==> config.mk <==
export PLATFORM = sky130hd
export DESIGN_NAME = irq_pend_eoi
export DESIGN_NICKNAME = d
export VERILOG_FILES = /design/src/rtl/irq_pend_eoi_pkg.sv /design/src/rtl/irq_pin_cell.sv /design/src/rtl/irq_lowest_pick.sv /design/src/rtl/irq_pend_eoi.sv
export SDC_FILE = /design/constraint.sdc
export NUM_CORES = 1
export LEC_CHECK = 0
export ABC_AREA = 0
export BUFFER_PORTS_ARGS = -buffer_cell sky130_fd_sc_hd__buf_2
export CORE_MARGIN = 5
export CORE_UTILIZATION = 43
export CTS_BUF_LIST = sky130_fd_sc_hd__clkbuf_8
export CTS_CLUSTER_DIAMETER = 40
export DETAILED_ROUTE_END_ITERATION = 7
export PLACE_DENSITY = 0.84
export SLEW_MARGIN = 30
export SYNTH_ARGS = -nofsm -noshare
export SYNTH_HDL_FRONTEND = slang
export SYNTH_SLANG_ARGS = --single-unit
==> constraint.sdc <==
create_clock -name clk -period 1.5 [get_ports clk]
set_clock_uncertainty 0.15 [all_clocks]
set_input_delay 0 -clock clk [delete_from_list [all_inputs] [get_ports clk]]
set_output_delay 0 -clock clk [all_outputs]
set_load 0.03 [all_outputs]
==> src/rtl/irq_pend_eoi_pkg.sv <==
package irq_pend_eoi_pkg;
   typedef enum logic {
      SVC_IDLE = 1'b0,
      SVC_BUSY = 1'b1
   } svc_state_e;
endpackage

==> src/rtl/irq_pin_cell.sv <==
module irq_pin_cell #(
   parameter int VEC_W = 8
) (
   input  logic             clk,
   input  logic             rst_n,
   input  logic             raw,
   input  logic             pol,
   input  logic             lvl_trig,
   input  logic             mask,
   input  logic [VEC_W-1:0] vec,
   input  logic             eoi_valid,
   input  logic [VEC_W-1:0] eoi_vec,
   input  logic             done,
   input  logic             ok,
   output logic             pend,
   output logic             rirr,
   output logic             want
);
   logic eff, eff_q, rise, eoi_hit, set_r;

   always_comb begin
      eff     = raw ^ pol;
      rise    = eff & ~eff_q;
      eoi_hit = eoi_valid && (vec == eoi_vec);
      set_r   = done & ok & lvl_trig;
      want    = pend & ~mask & (~lvl_trig | ~rirr);
   end

   always_ff @(posedge clk or negedge rst_n) begin
      if (!rst_n) begin
         eff_q <= 1'b0;
         pend  <= 1'b0;
         rirr  <= 1'b0;
      end else begin
         eff_q <= eff;
         if (lvl_trig)            pend <= eff;
         else if (!eff)           pend <= 1'b0;
         else if (rise && !mask)  pend <= 1'b1;
         else if (mask || done)   pend <= 1'b0;
         if (set_r)               rirr <= 1'b1;
         else if (eoi_hit)        rirr <= 1'b0;
      end
   end

   AST_LEVEL_TRACKS: assert property (@(posedge clk) disable iff (!rst_n)
      lvl_trig |=> (pend == $past(eff)));
   AST_EDGE_RISE_SETS: assert property (@(posedge clk) disable iff (!rst_n)
      (rise && !mask && !lvl_trig) |=> pend);
   AST_MASKED_EDGE_IDLE: assert property (@(posedge clk) disable iff (!rst_n)
      (mask && !lvl_trig) |=> !pend);
   AST_EDGE_ACK_CLEARS: assert property (@(posedge clk) disable iff (!rst_n)
      (done && !lvl_trig && !(rise && !mask)) |=> !pend);
   AST_RIRR_ON_ACCEPT: assert property (@(posedge clk) disable iff (!rst_n)
      set_r |=> rirr);
   AST_EOI_RELEASE: assert property (@(posedge clk) disable iff (!rst_n)
      (eoi_hit && !set_r) |=> !rirr);
endmodule

==> src/rtl/irq_lowest_pick.sv <==
module irq_lowest_pick #(
   parameter int NUM_PINS = 8,
   parameter int PIN_W    = $clog2(NUM_PINS)
) (
   input  logic [NUM_PINS-1:0] req,
   output logic                any,
   output logic [PIN_W-1:0]    idx
);
   always_comb begin
      any = |req;
      idx = '0;
      for (int i = NUM_PINS - 1; i >= 0; i--) begin
         if (req[i]) idx = PIN_W'(i);
      end
   end

   always_comb begin
      if (any) begin
         AST_PICK_IS_REQ: assert (req[idx]);
         AST_PICK_LOWEST: assert ((req & ((NUM_PINS'(1) << idx) - NUM_PINS'(1))) == '0);
      end
   end
endmodule

==> src/rtl/irq_pend_eoi.sv <==
module irq_pend_eoi
   import irq_pend_eoi_pkg::*;
#(
   parameter int NUM_PINS = 8,
   parameter int VEC_W    = 8,
   parameter int PIN_W    = $clog2(NUM_PINS)
) (
   input  logic                      clk,
   input  logic                      rst_n,
   input  logic [NUM_PINS-1:0]       pin_raw,
   input  logic [NUM_PINS-1:0]       ent_pol,
   input  logic [NUM_PINS-1:0]       ent_lvl,
   input  logic [NUM_PINS-1:0]       ent_mask,
   input  logic [NUM_PINS*VEC_W-1:0] ent_vec,
   input  logic                      dlv_ack,
   input  logic                      dlv_ok,
   input  logic                      eoi_valid,
   input  logic [VEC_W-1:0]          eoi_vec,
   output logic                      svc_valid,
   output logic [PIN_W-1:0]          svc_pin,
   output logic [VEC_W-1:0]          svc_vector,
   output logic [NUM_PINS-1:0]       pend_o,
   output logic [NUM_PINS-1:0]       rirr_o
);
   localparam int TBL_W = NUM_PINS * VEC_W;

   if (NUM_PINS < 2 || NUM_PINS > 64) begin : g_bad_pins
      $error("irq_pend_eoi: NUM_PINS must lie in 2..64");
   end
   if (VEC_W < 1 || TBL_W < 1) begin : g_bad_vec
      $error("irq_pend_eoi: VEC_W must be at least 1");
   end

   svc_state_e             state_q;
   logic [PIN_W-1:0]       cur_q;
   logic [NUM_PINS-1:0]    want, done;
   logic                   pick_any;
   logic [PIN_W-1:0]       pick_idx;

   for (genvar g = 0; g < NUM_PINS; g++) begin : g_pin
      assign done[g] = (state_q == SVC_BUSY) && dlv_ack && (cur_q == PIN_W'(g));
      irq_pin_cell #(.VEC_W(VEC_W)) u_cell (
         .clk       (clk),
         .rst_n     (rst_n),
         .raw       (pin_raw[g]),
         .pol       (ent_pol[g]),
         .lvl_trig  (ent_lvl[g]),
         .mask      (ent_mask[g]),
         .vec       (ent_vec[g*VEC_W +: VEC_W]),
         .eoi_valid (eoi_valid),
         .eoi_vec   (eoi_vec),
         .done      (done[g]),
         .ok        (dlv_ok),
         .pend      (pend_o[g]),
         .rirr      (rirr_o[g]),
         .want      (want[g])
      );
   end

   irq_lowest_pick #(.NUM_PINS(NUM_PINS), .PIN_W(PIN_W)) u_pick (
      .req (want),
      .any (pick_any),
      .idx (pick_idx)
   );

   always_ff @(posedge clk or negedge rst_n) begin
      if (!rst_n) begin
         state_q <= SVC_IDLE;
         cur_q   <= '0;
      end else if (state_q == SVC_IDLE) begin
         if (pick_any) begin
            state_q <= SVC_BUSY;
            cur_q   <= pick_idx;
         end
      end else if (dlv_ack) begin
         state_q <= SVC_IDLE;
      end
   end

   always_comb begin
      svc_valid  = (state_q == SVC_BUSY);
      svc_pin    = cur_q;
      svc_vector = '0;
      for (int i = 0; i < NUM_PINS; i++) begin
         if (cur_q == PIN_W'(i)) svc_vector = ent_vec[i*VEC_W +: VEC_W];
      end
   end

   AST_HOLD_UNTIL_ACK: assert property (@(posedge clk) disable iff (!rst_n)
      (svc_valid && !dlv_ack) |=> (svc_valid && $stable(svc_pin)));
   AST_GRANT_OPENS: assert property (@(posedge clk) disable iff (!rst_n)
      (!svc_valid && pick_any) |=> (svc_valid && svc_pin == $past(pick_idx)));
   AST_GAP_AFTER_ACK: assert property (@(posedge clk) disable iff (!rst_n)
      (svc_valid && dlv_ack) |=> !svc_valid);
   AST_DONE_ONEHOT: assert property (@(posedge clk) disable iff (!rst_n)
      $onehot0(done));
endmodule

* Word level (Yosys, flattened, before mapping) *
Index checks and enable logic that the tools add are counted.
Widths: inputs -> output; s select.

word-level totals
  bits in registers = 28
  input bits = 109
  output and inout port bits = 28
  logic and storage cells = 257

operators by class
  equal/unequal tests = 23
  mux-type cells = 67
  bitwise logic cells = 89
  reduce and logical (&&, ||, !) cells = 52

operators with widths
  kind                count
  $eq 8x8->1          8
  $mux 8              8
  $mux 1              51
  $and 1x1->1         40
  $not 1->1           33
  $ne 4x4->1 const B  8
  $logic_and 1x1->1   25
  $mux 3              8
  $reduce_bool 2->1   8
  $eq 3x3->1 const B  4
  $logic_not 1->1     8
  $logic_or 1x1->1    8
  $or 1x1->1          8
  $reduce_or 8->1     1
  $xor 1x1->1         8
  $eq 3x2->1 const B  2
  $eq 3x1->1 const B  1
  $logic_not 3->1     1
  $reduce_and 2->1    1

* Depth between registers and ports, before layout *
Gate-level depths: netlist of the first run.

  depth in word-level cells = 11
  mapped depth = 7
  mapped depth without buffers = 5

* Cells and area by module *
A second synthesis of the first run with hierarchy kept.

unflattened totals
  cell total of the unflattened synthesis = 298
  area total of the unflattened synthesis = 2872.8 sq um

by module, submodules not included
  module           times used  cells an instance  area each (sq um)  seq. area each (sq um)
  irq_pin_cell     8           22                 216.5              75.1
  irq_pend_eoi     1           109                1059.8             100.1
  irq_lowest_pick  1           13                 81.3               0.0

* Least setup slack after synthesis of the first run *
No wires, ideal clock.

  kind = register to output
  start = register cur_q[0] (netlist: svc_pin[0])
  end = output svc_vector[1]
  data arrival time = 1.704 ns
  required time = 1.350 ns
  path slack = -0.354 ns
  cell stages (with the launch flop) = 4
  path buffers = 1
  cells stage by stage = dfrtp_1 > buf_6 > mux4_2 > a221o_1

between the ends
  cells in the longest elaborated chain, start to end = 9
  elaborated cells on any way between the ends = 16
  classes of those cells = eq/ne (7); mux (8); reduce/logical (1)

RTL lines
  what                    line                text
  from (decl)             irq_pend_eoi.sv:35  logic [PIN_W-1:0] cur_q;
  from (signal assigned)  irq_pend_eoi.sv:73  cur_q <= pick_idx;
  $logic_not 3->1         irq_pend_eoi.sv:85  if (cur_q == PIN_W'(i)) svc_vector = ent_vec[i*VEC_W +: VEC_W];
  $mux 8 (7 in a row)     irq_pend_eoi.sv:85
  $mux 8 *                irq_pend_eoi.sv:85
  to (decl)               irq_pend_eoi.sv:21  output logic [VEC_W-1:0] svc_vector,

Every way passes the cells marked *; elsewhere a longest branch is shown, timed or not.

* Final worst setup path of the first run *
  start = register cur_q[0] (netlist: svc_pin[0])
  end = output svc_vector[4]

Same word-level chain as after synthesis.

==> summary.md, run 1 <==
| Metric | Value |
|---|---|
| Outcome | complete, but fails checks |
| Failing checks | hold timing, setup timing |
| Critical path class | flip-flop to output pin |
| R2r worst-path depth | 8 |
| HP Class | input pin to flip-flop |
| Post-synth EDFFs | 0 |
| DR vias/cell | between 5 and 6 |
| First-pass GRT wire length | 17270 um |
| Final antenna-violating net count | 0 |
| Net Count, Synth | roughly 420 |
| Port Buffer Count | 136 |
| HP Start | ent_vec[39] |
| Min-Delay Path Depth | 4 |
| Slack of the worst reg-to-reg path | -0.26 ns |
| Vias in the first global route | 3528 |
| Final slew viol count | 0 |
| DR DRC count | 0 |
| GRT Residual Overflow | 0 |
| Max rail drop VDD | a little over 1 mV |
| # rows | 29 |
| Routed WL | 11180 um |
| Layout cell share with drive strength beyond 1 | 0.4855 |
| Final setup viols | 21 |
| Final Hold Fails | 1 |
| Largest net degree at the start of global routing | 29 |
| Dpl hpwl | 8243 um |
| CTS sink count | 28 |
| Startpoint Class | flip-flop |
| Worst Hold End | g_pin[4].u_cell.rirr |
| WHS | -0.006793 ns |
| Antenna violations before repair | 0 |
| Non-Filler Instances | 594 |
| Yosys cell types | 43 |
| Syn_area_per_cell | 8.798 um^2 |
| Initial DRT Pass Iterations | 6 |
| Die area | 8150 um^2 |
| Sequential-to-total area share from yosys stat | 0.2528 |
| Post-Route Setup TNS | -6.752 ns |
| Via count | between 3k and 4k |
| Reg2reg end | g_pin[1].u_cell.pend |
| Max-slew headroom | 0.5885 |
| Pleak | 2.095 nW |
| Initial Util | 0.4390 |
| Final GP Congestion | 0.9241 |
| Top_reg_cell synth | dfrtp_1 |
| Fin crit period | ~2.1 ns |
| Starting DRT DRC Count | 215 |
| Slew @ Worst Pin | 0.6172 ns |
| NumNets Final | 627 |
| Bufs on Longest Clock Path | 2 |
| Final period util | 1.377 |
| Critical path endpoint category | output pin |
| Die Wd | 90.28 um |
| RSZ-0062 raised after global routing | yes |
| R2r startpoint | svc_pin[0] |
| Clock transition at path regs | roughly 0.090 ns |
| Max Cap Viol | 0 |
| Total GRT Usage | 0.2622 |
| Die Y | 90.28 um |
| Worst Path Max Fanout | 7 |
| IO Pins | 137 |
| H-tree levels | 1 |
| Antenna cells | 0 |
| Synth Instances | 315 |
| Placed cells | 540 |
| Yosys synthesis warning count | 0 |
| Synth async-reset ratio | 1.000 |
| FMAX | ~480 MHz |
| CP Data Arrival Time | approximately 1.9 ns |
| Area of the mapped netlist | about 2800 um^2 |
| Root Buffer | clkbuf_8 |
| Core footprint | between 6000 and 7000 um^2 |
| Area Overhead vs Synth | 60.09% |
| TritonCTS clock tree | done |
| Clk Latency, worst-skew pair | 0.28 ns |
| Flops & latches, synth | 28 |
| Worst setup margin | -0.5652 ns |
| Pwr dens | 1531 nW/um^2 |
| Req. time, crit path | 1.35 ns |
| Utilization after layout | 0.7027 |
| CTS Buf Count | 3 |
| Avg WL per Cell | 18.82 um |
cells in the mapped netlist, types with 2 or more instances:
library cell  instances  area [um^2]
a21oi_1              26        130.1
a221o_1               8        80.08
a31oi_1               9        56.30
a32o_1                3        30.03
a32oi_1               3        26.28
buf_2                11        55.05
buf_4                17        127.6
buf_6                 6        67.56
clkbuf_1              2        7.510
dfrtp_1              28        700.7
inv_1                 4        15.01
mux4_1                2        52.55
mux4_2                6        135.1
nand2_1              31        116.4
nand2b_1              2        12.51
nand3_1              10        50.05
nand3b_1              2        15.01
nand4_1               5        31.28
nor2_1                5        18.77
nor2b_1               4        25.02
nor3_1                3        15.01
nor4_1                8        50.05
o21a_1                8        60.06
o21ai_0              18        90.09
o31ai_1               2        15.01
o41ai_1               5        43.79
xnor2_1               8        70.07
xor2_1               64        560.5
stage by stage:
step,cell area (um^2),setup slack [ns],power [W]
CTS,4280,-0.5648,0.006352
finish,4437,-0.5652,0.006794
detailed placement,3695,-0.3220,0.005340
floorplan,2808,-0.2347,0.003983
global route,4437,-0.6185,0.007179
global placement,3695,-0.2893,0.005250
worst max path at each step:
stage,start,to,cells past startpoint
finish,svc_pin[0],svc_vector[4],4
floorplan,svc_pin[0],svc_vector[1],3
detailed placement,svc_pin[0],svc_vector[4],4
global placement,svc_pin[0],svc_vector[2],4
global route,svc_pin[0],svc_vector[4],4
CTS,svc_pin[0],svc_vector[4],4
sequential cells by signal, indices dropped and copies added, names as in the netlist:
register / flops
g_pin.u_cell.rirr: 8
svc_pin: 3
svc_valid: 1
g_pin.u_cell.pend: 8
g_pin.u_cell.eff_q: 8
metal layers:
| layer | global-route usage | part of all wire | vias to the layer above |
|---|---|---|---|
| li1 | - | - | 1530 |
| met1 | 0.2840 | 0.36 | 1603 |
| met2 | 0.4927 | 0.52 | 197 |
| met3 | 0.06000 | 0.087 | 38 |
| met5 | 0 | 0 | - |
| met4 | 0.09305 | 0.033 | 0 |
critical path: stages (launching register included):
cell     delay (ns)
dfrtp_2        0.48
buf_12         0.16
mux4_2         0.50
a221o_2        0.35
buf_6          0.14
layout make-up:
class / instances / area, um^2
clock buffers: 4 / 55.05
fillers: 477 / 1877
inverters: 5 / 18.77
multi-input cells: 245 / 1929
flip-flops and latches: 28 / 705.7
well taps: 77 / 96.34
repair buffers: 235 / 1632
report_power, final:
group	switching, W	total (W)	leakage [nW]	internal (W)
Sequential	0.000215	0.00118	0.337	0.000969
Combinational	0.00268	0.00514	1.73	0.00246
Clock	0.000237	0.000473	0.0288	0.000236
Total	0.00313	0.00679	2.09	0.00366
layout by cell type, fill, tap and decap left out, types with 9 or more instances in the layout:
cell type	n
o21ai_0	9
buf_6	14
buf_2	128
dfrtp_1	24
dlygate4sd3_1	38
buf_4	51
nand2_1	30
xor2_1	64
a21oi_1	24
repair_timing:
action | CTS | global route
setup endpoints to repair | 18 | 24
hold buffers | 38 | 0
pin swaps | 9 | 11
gates cloned | 0 | 0
hold endpoints to repair | 54 | 0
buffers inserted | 4 | 8
resized for setup | 37 | 32
cells by family (layout without fill, tap and decap cells):
group / after synthesis / count (layout) / synth area share
xor+xnor: 72 / 72 / 0.2275
simple gates: 75 / 75 / 0.1363
mux: 8 / 8 / 0.06772
compound gates: 90 / 90 / 0.2145
flops: 28 / 28 / 0.2528
buf+inv: 42 / 244 / 0.1011
No activity file was read; power rests on OpenSTA's default activity.
==> run 2, diff against run 1 <==
CELL_PAD_IN_SITES_DETAIL_PLACEMENT = 1   (was unset)
CELL_PAD_IN_SITES_GLOBAL_PLACEMENT = 1   (was unset)
CORE_UTILIZATION = 31   (was 43)
PLACE_DENSITY = 0.85   (was 0.84)
==> run 2 against run 1 <==
Compared with the run above: largest power group unchanged; critical endpoint is now svc_vector[6]; worst setup slack got worse by 0.087 ns; sequential cell count did not move; the flow finishes with violations (setup timing); combinational power fell by 3%; critical path type unchanged.
==> summary.md, run 2 (synthesis gave the netlist of run 1 again) <==
| Metric | Value |
|---|---|
| Initial DRT Pass Iterations | 4 (-2) |
| GRT Residual Overflow | 0 (unchanged) |
| DR DRC count | 0 (unchanged) |
| Largest regs | g_pin.u_cell.eff_q x8, g_pin.u_cell.pend x8, g_pin.u_cell.rirr x8 |
| Fillers | 1037 (+120%) |
| Slack of the worst reg-to-reg path | -0.32 ns (-0.06 ns) |
| CTS sink count | 28 (unchanged) |
| Max rail drop VDD | 0.7405 mV (-27%) |
| Dpl hpwl | 9609 um (+17%) |
| Critical path endpoint category | output pin |
| Most common cell on crit path | buf_4 |
| H-tree levels | 1 (unchanged) |
| Design Power | 0.006744 W (-0.73%) |
| Core footprint | 8721 um^2 (+38%) |
| Port Buffer Count | 136 (unchanged) |
| R2r worst-path depth | 6 (-2) |
| Most common cell after layout, fill and taps aside | buf_2 |
| Post-Route Setup TNS | -6.651 ns (+0.1015 ns) |
| Initial Util | 0.3178 (-0.1212) |
| Critical Path, Cell by Cell | inv_1 -> nor3_4 -> buf_4 -> a21oi_1 -> a31oi_1 -> a221o_2 -> buf_4 |
| Largest net degree at the start of global routing | 29 (unchanged) |
| Antenna cells | 0 (unchanged) |
| Min-Delay Path Depth | 4 (unchanged) |
| First-pass GRT wire length | 20610 um (+19%) |
| Total GRT Usage | 0.2359 (-0.02628) |
| HP Class | input pin to flip-flop |
| Worst Hold End | g_pin[0].u_cell.rirr |
| Slew @ Worst Pin | 0.6590 ns (+0.04179 ns) |
| Reg2reg end | g_pin[0].u_cell.pend |
| Die Wd | 104.6 um (+16%) |
| Outcome | complete, but fails checks |
| Commonest non-fill, non-tap cells in the layout | buf_2 (128), xor2_1 (64), buf_4 (61), dlygate4sd3_1 (37), nand2_1 (30) |
| Vias in the first global route | 3877 (+9.9%) |
| Slowest-stage cell, CP | dfrtp_4 |
| Avg WL per Cell | 22.21 um (+18%) |
| Worst setup margin | -0.6519 ns (-0.08666 ns) |
| HP Start | ent_vec[0] |
| # rows | 34 (+17%) |
| Antenna violations before repair | 2 (+2) |
| Routed WL | 13860 um (+24%) |
| Root Buffer | clkbuf_8 |
| Area of the multi-input gates | 1958 um^2 (+1.5%) |
| Req. time, crit path | 1.35 ns (about the same) |
| Max-slew headroom | 0.5607 (-0.02786) |
| Failing checks | setup timing |
| Die Y | 104.6 um (+16%) |
| Worst stage delay on the critical path | 0.57 ns (+0.07 ns) |
| Starting DRT DRC Count | 95 (-56%) |
| TritonCTS clock tree | done |
| Pwr dens | 1509 nW/um^2 (-1.5%) |
| Sequential Area | 708.2 um^2 (+0.35%) |
| Area Overhead vs Synth | 61.26% |
| IO Pins | 137 (unchanged) |
| Crit path max-delay family | compound AO/OA/AOI/OAI gates |
| Final slew viol count | 0 (unchanged) |
| Clock transition at path regs | 0.10 ns (about the same) |
| DR vias/cell | 5.372 (-5.3%) |
| R2r startpoint | svc_pin[0] |
| Fin crit period | 2.152 ns (+0.08666 ns) |
| Max Cap Viol | 0 (unchanged) |
| RSZ-0062 raised after global routing | yes |
| Final GP Congestion | 0.9447 (+2.2%) |
| Bufs on Longest Clock Path | 2 (unchanged) |
| Buf/Inv on CP | 3 (+1) |
| NumNets Final | 626 (-0.16%) |
| Final Hold Fails | 0 (-1) |
| Crit. path cell count | 7 (+3) |
| CP Data Arrival Time | 2.00 ns (+0.08 ns) |
| CTS Buf Count | 3 (unchanged) |
| Final antenna-violating net count | 0 (unchanged) |
| Critical path class | flip-flop to output pin |
| Layout cell share with drive strength beyond 1 | 0.4826 (-0.002935) |
| Clk Latency, worst-skew pair | 0.29 ns (about the same) |
| Via count | 3352 (-0.48%) |
| Final setup viols | 21 (unchanged) |
| Worst Path Max Fanout | 9 (+2) |
| Final period util | 1.435 (+0.05778) |
| Die area | 10930 um^2 (+34%) |
| Pleak | 2.103 nW (+0.43%) |
| FMAX | 464.7 MHz (-4.0%) |
| Startpoint Class | flip-flop |
run 2: changes by cell type in the layout (fill, tap and decap cells not counted), sizes merged:
cell | before | now
dlygate4sd3 | 38 | 37
run 2: worst reg2reg max path: cells and delay by family, from the launching register on:
| family | cells | cell delay, ns |
|---|---|---|
| AOI/OAI and AO/OA | 3 | 0.51 |
| DFF | 1 | 0.57 |
| buffers and inverters | 2 | 0.34 |
| and+or+nand+nor | 1 | 0.16 |
run 2: power by group:
group | internal (W) | switching, W | total [W]
Clock | 0.000236 | 0.000264 | 0.000500
Combinational | 0.00226 | 0.00275 | 0.00501
Sequential | 0.000975 | 0.000260 | 0.00123
run 2: through the flow:
stage                     instance area, um^2  worst slack (ns)  cells    util  hold slack, ns
after floorplan                          2808           -0.2347    315       -         -0.4456
after global placement                   3761           -0.3711    573  0.4313         -0.1069
after detailed placement                 3761           -0.4816    573  0.4313        -0.09522
after CTS                                4372           -0.5961    622  0.5013        0.007668
after global routing                     4469           -0.7018    624  0.5125         0.03957
final                                    4469           -0.6519    624  0.5125       0.0001157
run 2: worst max-delay path by stage:
stage,startpoint,end,slack [ns]
after CTS,svc_pin[0],svc_vector[5],-0.60
after global placement,svc_pin[0],svc_vector[0],-0.37
final,svc_pin[0],svc_vector[6],-0.65
after floorplan,svc_pin[0],svc_vector[1],-0.23
after global routing,svc_pin[1],svc_vector[6],-0.70
after detailed placement,svc_pin[0],svc_vector[7],-0.48
run 2: routing by layer:
metal | GRT usage | vias up | wire [um]
li1 | - | 1528 | -
met1 | 0.2622 | 1619 | 5283
met2 | 0.4430 | 156 | 7210
met3 | 0.03946 | 47 | 805
met4 | 0.09251 | 2 | 544
met5 | 0 | - | 16
run 2: area by class of cell:
| class | count | share of cell area |
|---|---|---|
| multi-input combinational | 245 | 0.4381 |
| sequential | 28 | 0.1585 |
| inverter | 5 | 0.004199 |
| tap | 108 | 0.03024 |
| timing repair buffer | 234 | 0.3567 |
| clock buffer | 4 | 0.01232 |
run 2: timing repair:
item                       4_1_cts  5_1_grt
pin swaps                        6        5
setup buffers                    8        4
hold endpoints to repair        53        0
hold buffers                    37        0
resized for setup               30       20
setup endpoints to repair       20       27
==> run 3, diff against run 2 <==
CORE_UTILIZATION = 37   (was 31)
CTS_CLUSTER_DIAMETER = unset   (was 40)
PLACE_DENSITY = 0.94   (was 0.85)
clock period = 2.5 ns   (was 1.5 ns; I/O delays follow)
==> run 3 against run 2 <==
Compared with the run above: the flow now finishes without violations; wire length fell by 17%; die area decreased by 15%; sequential cell count is the same; clock power shrank 44%; worst hold slack improved by 0.0073 ns; worst setup slack gained 0.85 ns; design area shrank 14%; sequential power fell by 40%; non-clock buffer count fell by 53; via count fell by 7.1%; largest cell class unchanged; largest power group unchanged.
==> summary.md, run 3 (synthesis gave the netlist of run 1 again) <==
| Metric | Value |
|---|---|
| Worst setup margin | 0.1962 ns (+0.8481 ns) |
| Post-Route Setup TNS | 0 ns (+6.651 ns) |
| CP Data Arrival Time | 2.15 ns (+0.15 ns) |
| HP Start | ent_vec[0] |
| Worst Hold End | g_pin[0].u_cell.rirr |
| FMAX | between 400 and 500 MHz |
| Top layer in use | met4 |
| Outcome | finished clean |
| CTS sink count | 28 (unchanged) |
| Via count | 3113 (-7.1%) |
| Initial DRT Pass Iterations | 4 (unchanged) |
| Clk Latency, worst-skew pair | 0.27 ns (-0.02 ns) |
| R2r startpoint | svc_pin[0] |
| TritonCTS clock tree | done |
| R2r worst-path depth | 6 (unchanged) |
| Max-slew headroom | 0.5871 (+0.02640) |
| Post-DP Area | 3357 um^2 (-11%) |
| Final instance area | 3822 um^2 (-14%) |
| Design Power | 0.003226 W (-52%) |
| Worst slack at placement | 0.5187 ns (+1.000 ns) |
| NumNets Final | 573 (-8.5%) |
| Largest regs | g_pin.u_cell.eff_q x8, g_pin.u_cell.pend x8, g_pin.u_cell.rirr x8 |
| Met3 Routed Length | 1017 um (+26%) |
| Port Buffer Count | 136 (unchanged) |
| Slew @ Worst Pin | 0.6194 ns (-0.03960 ns) |
| Die area | 9321 um^2 (-15%) |
| Pwr dens | 844.0 nW/um^2 (-44%) |
| Max Cap Viol | 0 (unchanged) |
| Root Buffer | clkbuf_8 |
| H-tree levels | 1 (unchanged) |
| Fillers | 906 (-13%) |
| Slack of the worst reg-to-reg path | 0.21 ns (+0.53 ns) |
| Final period util | 0.9215 |
| Final GP Congestion | 0.9159 (-3.0%) |
| Dpl hpwl | 9120 um (-5.1%) |
| Antenna cells | 0 (unchanged) |
| Metal-1 WL | 4121 um (-22%) |
| DR vias/cell | 5.539 (+3.1%) |
| Starting DRT DRC Count | 100 (+5.3%) |
| Core footprint | 7292 um^2 (-16%) |
| Avg WL per Cell | 20.44 um (-8.0%) |
| Bufs on Longest Clock Path | 2 (unchanged) |
| RSZ-0062 raised after global routing | no |
| Post-cts sizing count | 0 (-100%) |
| Routed WL | 11490 um (-17%) |
| CTS Buf Count | 3 (unchanged) |
| Area Overhead vs Synth | 37.92% |
| Initial Util | 0.3801 (+0.06227) |
| Total GRT Usage | 0.2427 (+0.006746) |
| Max rail drop VDD | 0.4591 mV (-38%) |
| HP Class | input pin to flip-flop |
| Startpoint Class | flip-flop |
| Critical path class | flip-flop to output pin |
| Met2 wire length | 6003 um (-17%) |
| Final slew viol count | 0 (unchanged) |
| Critical path origin | svc_pin[0] |
| Critical Path, Cell by Cell | buf_4 -> mux4_1 -> a221o_1 -> buf_2 |
| # rows | 31 (-8.8%) |
| First-pass GRT wire length | 17160 um (-17%) |
| Vias in the first global route | 3412 (-12%) |
| Final setup viols | 0 (-100%) |
| Worst stage delay on the critical path | 0.58 ns (about the same) |
| Pleak | 1.783 nW (-15%) |
| Largest net degree at the start of global routing | 42 (+45%) |
| IO Pins | 137 (unchanged) |
| Critical path endpoint category | output pin |
| Req. time, crit path | 2.35 ns (+1.00 ns) |
| Clock transition at path regs | 0.10 ns (about the same) |
| Fin crit period | around 2.3 ns |
| Most common cell after layout, fill and taps aside | buf_2 |
| Buf/Inv on CP | 2 (-1) |
| Commonest non-fill, non-tap cells in the layout | buf_2 (136), xor2_1 (64), dlygate4sd3_1 (41), nand2_1 (31), dfrtp_1 (28) |
| Final Hold Fails | 0 (unchanged) |
| Min-Delay Path Depth | 4 (unchanged) |
| Die Wd | 96.55 um (-7.7%) |
| Worst Path Max Fanout | 18 (+9) |
| Antenna violations before repair | 0 (-2) |
| Final antenna-violating net count | 0 (unchanged) |
| Layout cell share with drive strength beyond 1 | 0.3326 (-0.1499) |
| Slowest-stage cell, CP | mux4_1 |
| Crit path max-delay family | multiplexers |
| Reg2reg end | g_pin[0].u_cell.pend |
| DR DRC count | 0 (unchanged) |
| GRT Residual Overflow | 0 (unchanged) |
| Die Y | 96.55 um (-7.7%) |
-- run 3: cell count changes in the layout (fill, tap and decap cells not counted), sizes merged --
cell and change:
buf -57, dlygate4sd3 +4
-- run 3: routing by layer --
layer  vias up  GRT usage
li1       1426          -
met1      1505     0.2561
met2       154     0.4793
met3        28    0.04183
met4         0    0.07944
met5         -          0
-- run 3: tightest hold or removal path, cell delays in order --
cell and delay, ns:
buf_2 0.10, xnor2_1 0.07, nand4_1 0.11, a32o_1 0.12
-- run 3: how the worst max path moves through the flow --
stage	to	slack, ns	depth (start not counted)
floorplan	svc_vector[1]	0.65	3
global placement	svc_vector[7]	0.57	4
detailed placement	svc_vector[7]	0.52	4
CTS	g_pin[0].u_cell.pend	0.18	6
global route	g_pin[0].u_cell.pend	0.09	6
finish	svc_vector[7]	0.20	4
-- run 3: cell type report --
| type | instances | area [um^2] | share of cell area |
|---|---|---|---|
| repair buffers | 181 | 1134 | 0.2966 |
| clock buffers | 4 | 55.05 | 0.01440 |
| flip-flops and latches | 28 | 700.7 | 0.1833 |
| multi-input cells | 245 | 1790 | 0.4684 |
| well taps | 99 | 123.9 | 0.03241 |
| inverters | 5 | 18.77 | 0.004910 |
-- run 3: metrics by stage --
| stage | util | hold WS (ns) | std cells |
|---|---|---|---|
| after floorplan | - | -0.4456 | 315 |
| after detailed placement | 0.4604 | -0.1003 | 517 |
| after global routing | 0.5242 | 0.01597 | 562 |
| after global placement | 0.4604 | -0.1091 | 517 |
| after CTS | 0.5242 | 0.005349 | 562 |
| final | 0.5242 | 0.007392 | 562 |
-- run 3: where the power goes --
group          internal, W  switching [W]
logic             0.000850        0.00136
clock network     0.000141       0.000141
registers         0.000574       0.000159
total              0.00156        0.00166
-- run 3: timing repair --
action / CTS / global route
buffers inserted: 0 / 0
endpoints found under the hold margin: 54 / 0
hold buffers: 41 / 0
